===== src/rtl/xwd_pkg.sv =====
package xwd_pkg;

    // Width of a count from 0 to taps inclusive
    function automatic int count_width(input int taps);
        return $clog2(taps + 1);
    endfunction

    // Signed width able to hold -taps .. +taps
    function automatic int dot_width(input int taps);
        return $clog2(taps + 1) + 1;
    endfunction

endpackage


===== src/rtl/xwd_product_stage.sv =====
module xwd_product_stage #(
    parameter int KSIZE = 3,
    parameter int TAPS = KSIZE * KSIZE,
    parameter logic [TAPS-1:0] W_PATTERN = '1
) (
    input  logic            clk_i,
    input  logic            rst_i,
    input  logic            en_i,
    input  logic            vld_i,
    input  logic [TAPS-1:0] patch_i,
    output logic [TAPS-1:0] agree_o,
    output logic            vld_o
);

    typedef struct packed {
        logic [TAPS-1:0] agree;
        logic            vld;
    } prod_t;

    prod_t st_d, st_q;
    logic [TAPS-1:0] tap_agree;

    // One sign product per tap: bits that agree give +1
    for (genvar k = 0; k < TAPS; k++) begin : g_tap
        assign tap_agree[k] = ~(patch_i[k] ^ W_PATTERN[k]);
    end

    always_comb begin
        st_d = st_q;
        if (en_i) begin
            st_d.agree = tap_agree;
            st_d.vld   = vld_i;
        end
    end

    always_ff @(posedge clk_i) begin
        if (rst_i) begin
            st_q <= '0;
        end else begin
            st_q <= st_d;
        end
    end

    assign agree_o = st_q.agree;
    assign vld_o   = st_q.vld;

endmodule


===== src/rtl/xwd_adder_tree.sv =====
module xwd_adder_tree #(
    parameter int KSIZE = 3,
    parameter int TAPS = KSIZE * KSIZE,
    parameter int CNT_W = xwd_pkg::count_width(TAPS)
) (
    input  logic [TAPS-1:0]  agree_i,
    output logic [CNT_W-1:0] count_o
);

    localparam int ROW_W = xwd_pkg::count_width(KSIZE);

    logic [ROW_W-1:0] row_sum [KSIZE];
    logic [CNT_W-1:0] upper_sum;

    // Level 1: one small popcount per kernel row
    for (genvar r = 0; r < KSIZE; r++) begin : g_row
        always_comb begin
            row_sum[r] = '0;
            for (int c = 0; c < KSIZE; c++) begin
                row_sum[r] = row_sum[r] + ROW_W'(agree_i[r*KSIZE + c]);
            end
        end
    end

    // Level 2: merge every row except the last
    always_comb begin
        upper_sum = '0;
        for (int r = 0; r < KSIZE - 1; r++) begin
            upper_sum = upper_sum + CNT_W'(row_sum[r]);
        end
    end

    // Level 3: add the last row
    assign count_o = upper_sum + CNT_W'(row_sum[KSIZE-1]);

endmodule


===== src/rtl/xwd_sum_stage.sv =====
module xwd_sum_stage #(
    parameter int TAPS = 9,
    parameter int CNT_W = xwd_pkg::count_width(TAPS),
    parameter int OUT_W = xwd_pkg::dot_width(TAPS)
) (
    input  logic             clk_i,
    input  logic             rst_i,
    input  logic             en_i,
    input  logic             vld_i,
    input  logic [CNT_W-1:0] count_i,
    output logic [OUT_W-1:0] dot_o,
    output logic             vld_o
);

    typedef struct packed {
        logic [OUT_W-1:0] dot;
        logic             vld;
    } sum_t;

    sum_t st_d, st_q;
    logic [OUT_W-1:0] signed_val;

    // Agreements count +1, disagreements count -1: 2*m - TAPS
    always_comb begin
        signed_val = {count_i, 1'b0} - OUT_W'(TAPS);
    end

    always_comb begin
        st_d = st_q;
        if (en_i) begin
            st_d.dot = signed_val;
            st_d.vld = vld_i;
        end
    end

    always_ff @(posedge clk_i) begin
        if (rst_i) begin
            st_q <= '0;
        end else begin
            st_q <= st_d;
        end
    end

    assign dot_o = st_q.dot;
    assign vld_o = st_q.vld;

endmodule


===== src/rtl/xnor_window_dot.sv =====
module xnor_window_dot #(
    parameter int KSIZE = 3,
    parameter logic [KSIZE*KSIZE-1:0] W_PATTERN = 9'b101100111
) (
    input  logic                                         clk_i,
    input  logic                                         rst_i,
    input  logic                                         mul_en_i,
    input  logic                                         sum_en_i,
    input  logic                                         patch_vld_i,
    input  logic [KSIZE*KSIZE-1:0]                       patch_i,
    output logic [xwd_pkg::dot_width(KSIZE*KSIZE)-1:0]   dot_o,
    output logic                                         dot_vld_o
);

    localparam int TAPS  = KSIZE * KSIZE;
    localparam int CNT_W = xwd_pkg::count_width(TAPS);
    localparam int OUT_W = xwd_pkg::dot_width(TAPS);

    logic [TAPS-1:0]  agree_q;
    logic             prod_vld_q;
    logic [CNT_W-1:0] agree_cnt;

    xwd_product_stage #(
        .KSIZE     (KSIZE),
        .TAPS      (TAPS),
        .W_PATTERN (W_PATTERN)
    ) u_prod (
        .clk_i   (clk_i),
        .rst_i   (rst_i),
        .en_i    (mul_en_i),
        .vld_i   (patch_vld_i),
        .patch_i (patch_i),
        .agree_o (agree_q),
        .vld_o   (prod_vld_q)
    );

    xwd_adder_tree #(
        .KSIZE (KSIZE),
        .TAPS  (TAPS),
        .CNT_W (CNT_W)
    ) u_tree (
        .agree_i (agree_q),
        .count_o (agree_cnt)
    );

    xwd_sum_stage #(
        .TAPS  (TAPS),
        .CNT_W (CNT_W),
        .OUT_W (OUT_W)
    ) u_sum (
        .clk_i   (clk_i),
        .rst_i   (rst_i),
        .en_i    (sum_en_i),
        .vld_i   (prod_vld_q),
        .count_i (agree_cnt),
        .dot_o   (dot_o),
        .vld_o   (dot_vld_o)
    );

endmodule


===== config.mk =====
export PLATFORM = sky130hd
export DESIGN_NAME = xnor_window_dot
export DESIGN_NICKNAME = d
export VERILOG_FILES = /design/src/rtl/xwd_pkg.sv /design/src/rtl/xwd_product_stage.sv /design/src/rtl/xwd_adder_tree.sv /design/src/rtl/xwd_sum_stage.sv /design/src/rtl/xnor_window_dot.sv
export SDC_FILE = /design/constraint.sdc
export NUM_CORES = 1
export LEC_CHECK = 0
export BUFFER_PORTS_ARGS = -buffer_cell sky130_fd_sc_hd__buf_2
export CAP_MARGIN = 20
export CORE_MARGIN = 2
export CORE_UTILIZATION = 40
export DETAILED_ROUTE_END_ITERATION = 10
export GPL_TIMING_DRIVEN = 0
export MAX_ROUTING_LAYER = met4
export PLACE_DENSITY = 0.66
export SYNTH_ARGS = -nofsm -noshare
export SYNTH_HDL_FRONTEND = slang
export SYNTH_SLANG_ARGS = --single-unit

===== constraint.sdc =====
create_clock -name clk_i -period 6.5 [get_ports clk_i]
set_input_delay 0.325 -clock clk_i [delete_from_list [all_inputs] [get_ports clk_i]]
set_output_delay 0.325 -clock clk_i [all_outputs]
set_load 0.05 [all_outputs]

==> impl_metrics.ini <==
[yosys]
synth_area_leaders = dfxtp_1 40%, fa_1 13%, mux2i_1 10%, nor2_1 7.5%, ha_1 6.3%
synth-compound-area-share_pct = 8.33
avgSynthCellArea_um2 = 9.95
ys_warn_count = 0
synth_top_family_by_area = adder cells
ys_ff_latch = 16
synth-xor-area-share_pct = 2.20
yosys.area.top_type = dfxtp_1
synthMuxAreaShare_pct = 10.1
synth-simple-area-share_pct = 12.6
yosysTopAreaCellShare_pct = 40.3
synth_fp_nets = 103
seq_area_frac_synth_pct = 40.3
synth_fa_ha_area_share_pct = 18.9
synthesis.area_um2 = 796
yosysUniqueCellTypes = 21
synth_cells = 80

[place]
io_buffers = 18
post-dp-hpwl_mm = 1.05
postPlaceCellArea_um2 = 920
gp_congestion = 0.825

[power_and_ir_drop]
vdd_drop_max_uv = 211
p_leak_nw = 0.454
power_density_nw_per_um2 = 289

[timing]
setup_violations = 0
hold_violations = 0
worstMarginPinSlew_ns = 0.465
layout_worst_path_cycle_share_pct = 55.7
fin_skew_ns = 0.00202
slew_viol_final = 0
fmax_mhz = 276
tns_ns = 0
worst_slew_margin_rel_pct = 69.0
rsz0062_at_grt = false
min_period_ns = 3.62

[global_route]
grt_start_max_net_pins = 11
grt_usage_pct = 13.5
grt_pass1_wl_mm = 2.46
antenna_found_initial = 0
grt.overflow.total = 0
grt_pass1_vias = 594

[routing]
num_vias = 597
drt-total-wl_mm = 1.38
wl_per_cell_um = 10.7
vias_per_cell = 4.63
ant_nets = 0
firstDrtPassIters = 4
drc = 0
drtIter0Drc = 3

[finish]
antenna_cells = 0
drive_gt1_share_pct = 23.5
layout_commonest_cell = buf_2
layout_common_cells = 19 x buf_2, 16 x nor2_1, 16 x dfxtp_1
fin_area_um2 = 956
area_growth_pct = 20.1
finish.net_count = 126

[worst_setup_path]
worstSetupEndpointType = register
critPathRequiredTime_ns = 6.73
arrival_ns = 3.85
cp_max_fo = 4
start_kind = register
crit_type = reg2reg

[clock_tree]
cts_root_buf = clkbuf_4
ctsHoldBuffers = 0
cts_made_buffers = 3
cts_resized = 0
cts.clk_slew.worst_paths_ns = 0.10
cts_max_level = 1
clockBufferDepth = 2
cts_sinks = 16
clkLatencyLatePin_ns = 0.28
cts_tree = built
postCtsSetupRepairBufs = 0

[die]
rows = 16
dieWidth_um = 48.6
io-pin-count = 20
start_util_pct = 41.4
die_area_um2 = 2360
core_um2 = 1920
die_h_um = 48.6

[run_status]
status = completed

[flow_run]
maxCapViolCount = 0

[min_path]
min_path_type = in2reg
-- per-stage QoR --
stage | power, W | std cells | worst slack [ns] | util, % | hold slack (ns)
after floorplan | 0.000190 | 80 | 3.02 | - | 0.423
after global placement | 0.000210 | 125 | 2.91 | 47.9 | 0.445
after detailed placement | 0.000212 | 125 | 2.90 | 47.9 | 0.453
after CTS | 0.000279 | 129 | 2.87 | 49.7 | 0.209
after global routing | 0.000296 | 129 | 2.75 | 49.7 | 0.202
final | 0.000276 | 129 | 2.88 | 49.7 | 0.215
-- state kept, by name (all words and copies together), names as in the netlist --
name,count
u_prod.agree_o,9
u_sum.dot_o,5
u_prod.vld_o,1
u_sum.vld_o,1
-- synthesized netlist by cell type (all sizes together) --
cell,n
o22ai,1
nor2,16
fa,5
a21oi,1
a211oi,5
inv,10
nand3b,1
o2111ai,2
mux2i,8
or4,1
or3b,1
dfxtp,16
nand4,1
buf,2
ha,4
xnor2,1
nand2b,1
clkbuf,2
nand2,1
xor2,1
-- kinds of logic after synthesis --
kind of cell    count (synthesis)
simple gates                   22
flops                          16
buf+inv                        14
compound gates                  9
fa+ha+maj                       9
mux                             8
xor+xnor                        2
-- where the power goes --
part / internal (W) / total, W / switching [W]
registers: 0.000108 / 0.000114 / 0.00000538
clock network: 0.0000341 / 0.0000664 / 0.0000324
logic: 0.0000353 / 0.0000956 / 0.0000604
total: 0.000178 / 0.000276 / 0.0000981
-- metal layers --
layer	track usage (%)	part of all wire (%)	wire length (um)	vias up
li1	-	-	-	310
met1	16.4	51	699	271
met2	21.0	44	606	14
met3	3.09	4.4	61	2
met4	7.14	0.87	12	0
met5	-	0	0	-
-- cell type report --
| type | count | area [um2] |
|---|---|---|
| multi-input combinational | 50 | 414 |
| timing repair buffer | 18 | 90.1 |
| sequential | 16 | 320 |
| clock buffer | 4 | 36.3 |
| buffer | 4 | 23.8 |
| inverter | 10 | 37.5 |
| tap | 27 | 33.8 |
| fill | 192 | 966 |
-- worst max-delay path, stage by stage (launching register included) --
cell	delay, ns
dfxtp_1	0.35
fa_1	0.53
inv_1	0.04
fa_1	0.47
inv_1	0.04
ha_1	0.27
fa_1	0.45
ha_1	0.23
fa_1	0.38
xor2_1	0.19
or4_1	0.53
nand4_1	0.08
-- worst paths after layout --
| check | start | end | slack [ns] | cells past startpoint |
|---|---|---|---|---|
| max | u_prod.agree_o[0]$_SDFFE_PP0P_ | u_sum.dot_o[4]$_SDFFE_PP0P_ | 2.88 | 11 |
| min | patch_i[3] | u_prod.agree_o[3]$_SDFFE_PP0P_ | 0.22 | 2 |
| max reg2reg | u_prod.agree_o[0]$_SDFFE_PP0P_ | u_sum.dot_o[4]$_SDFFE_PP0P_ | 2.88 | 11 |
| min reg2reg | u_sum.dot_o[0]$_SDFFE_PP0P_ | u_sum.dot_o[0]$_SDFFE_PP0P_ | 0.47 | 2 |
Note: power is estimated with default switching activity, not from simulation.
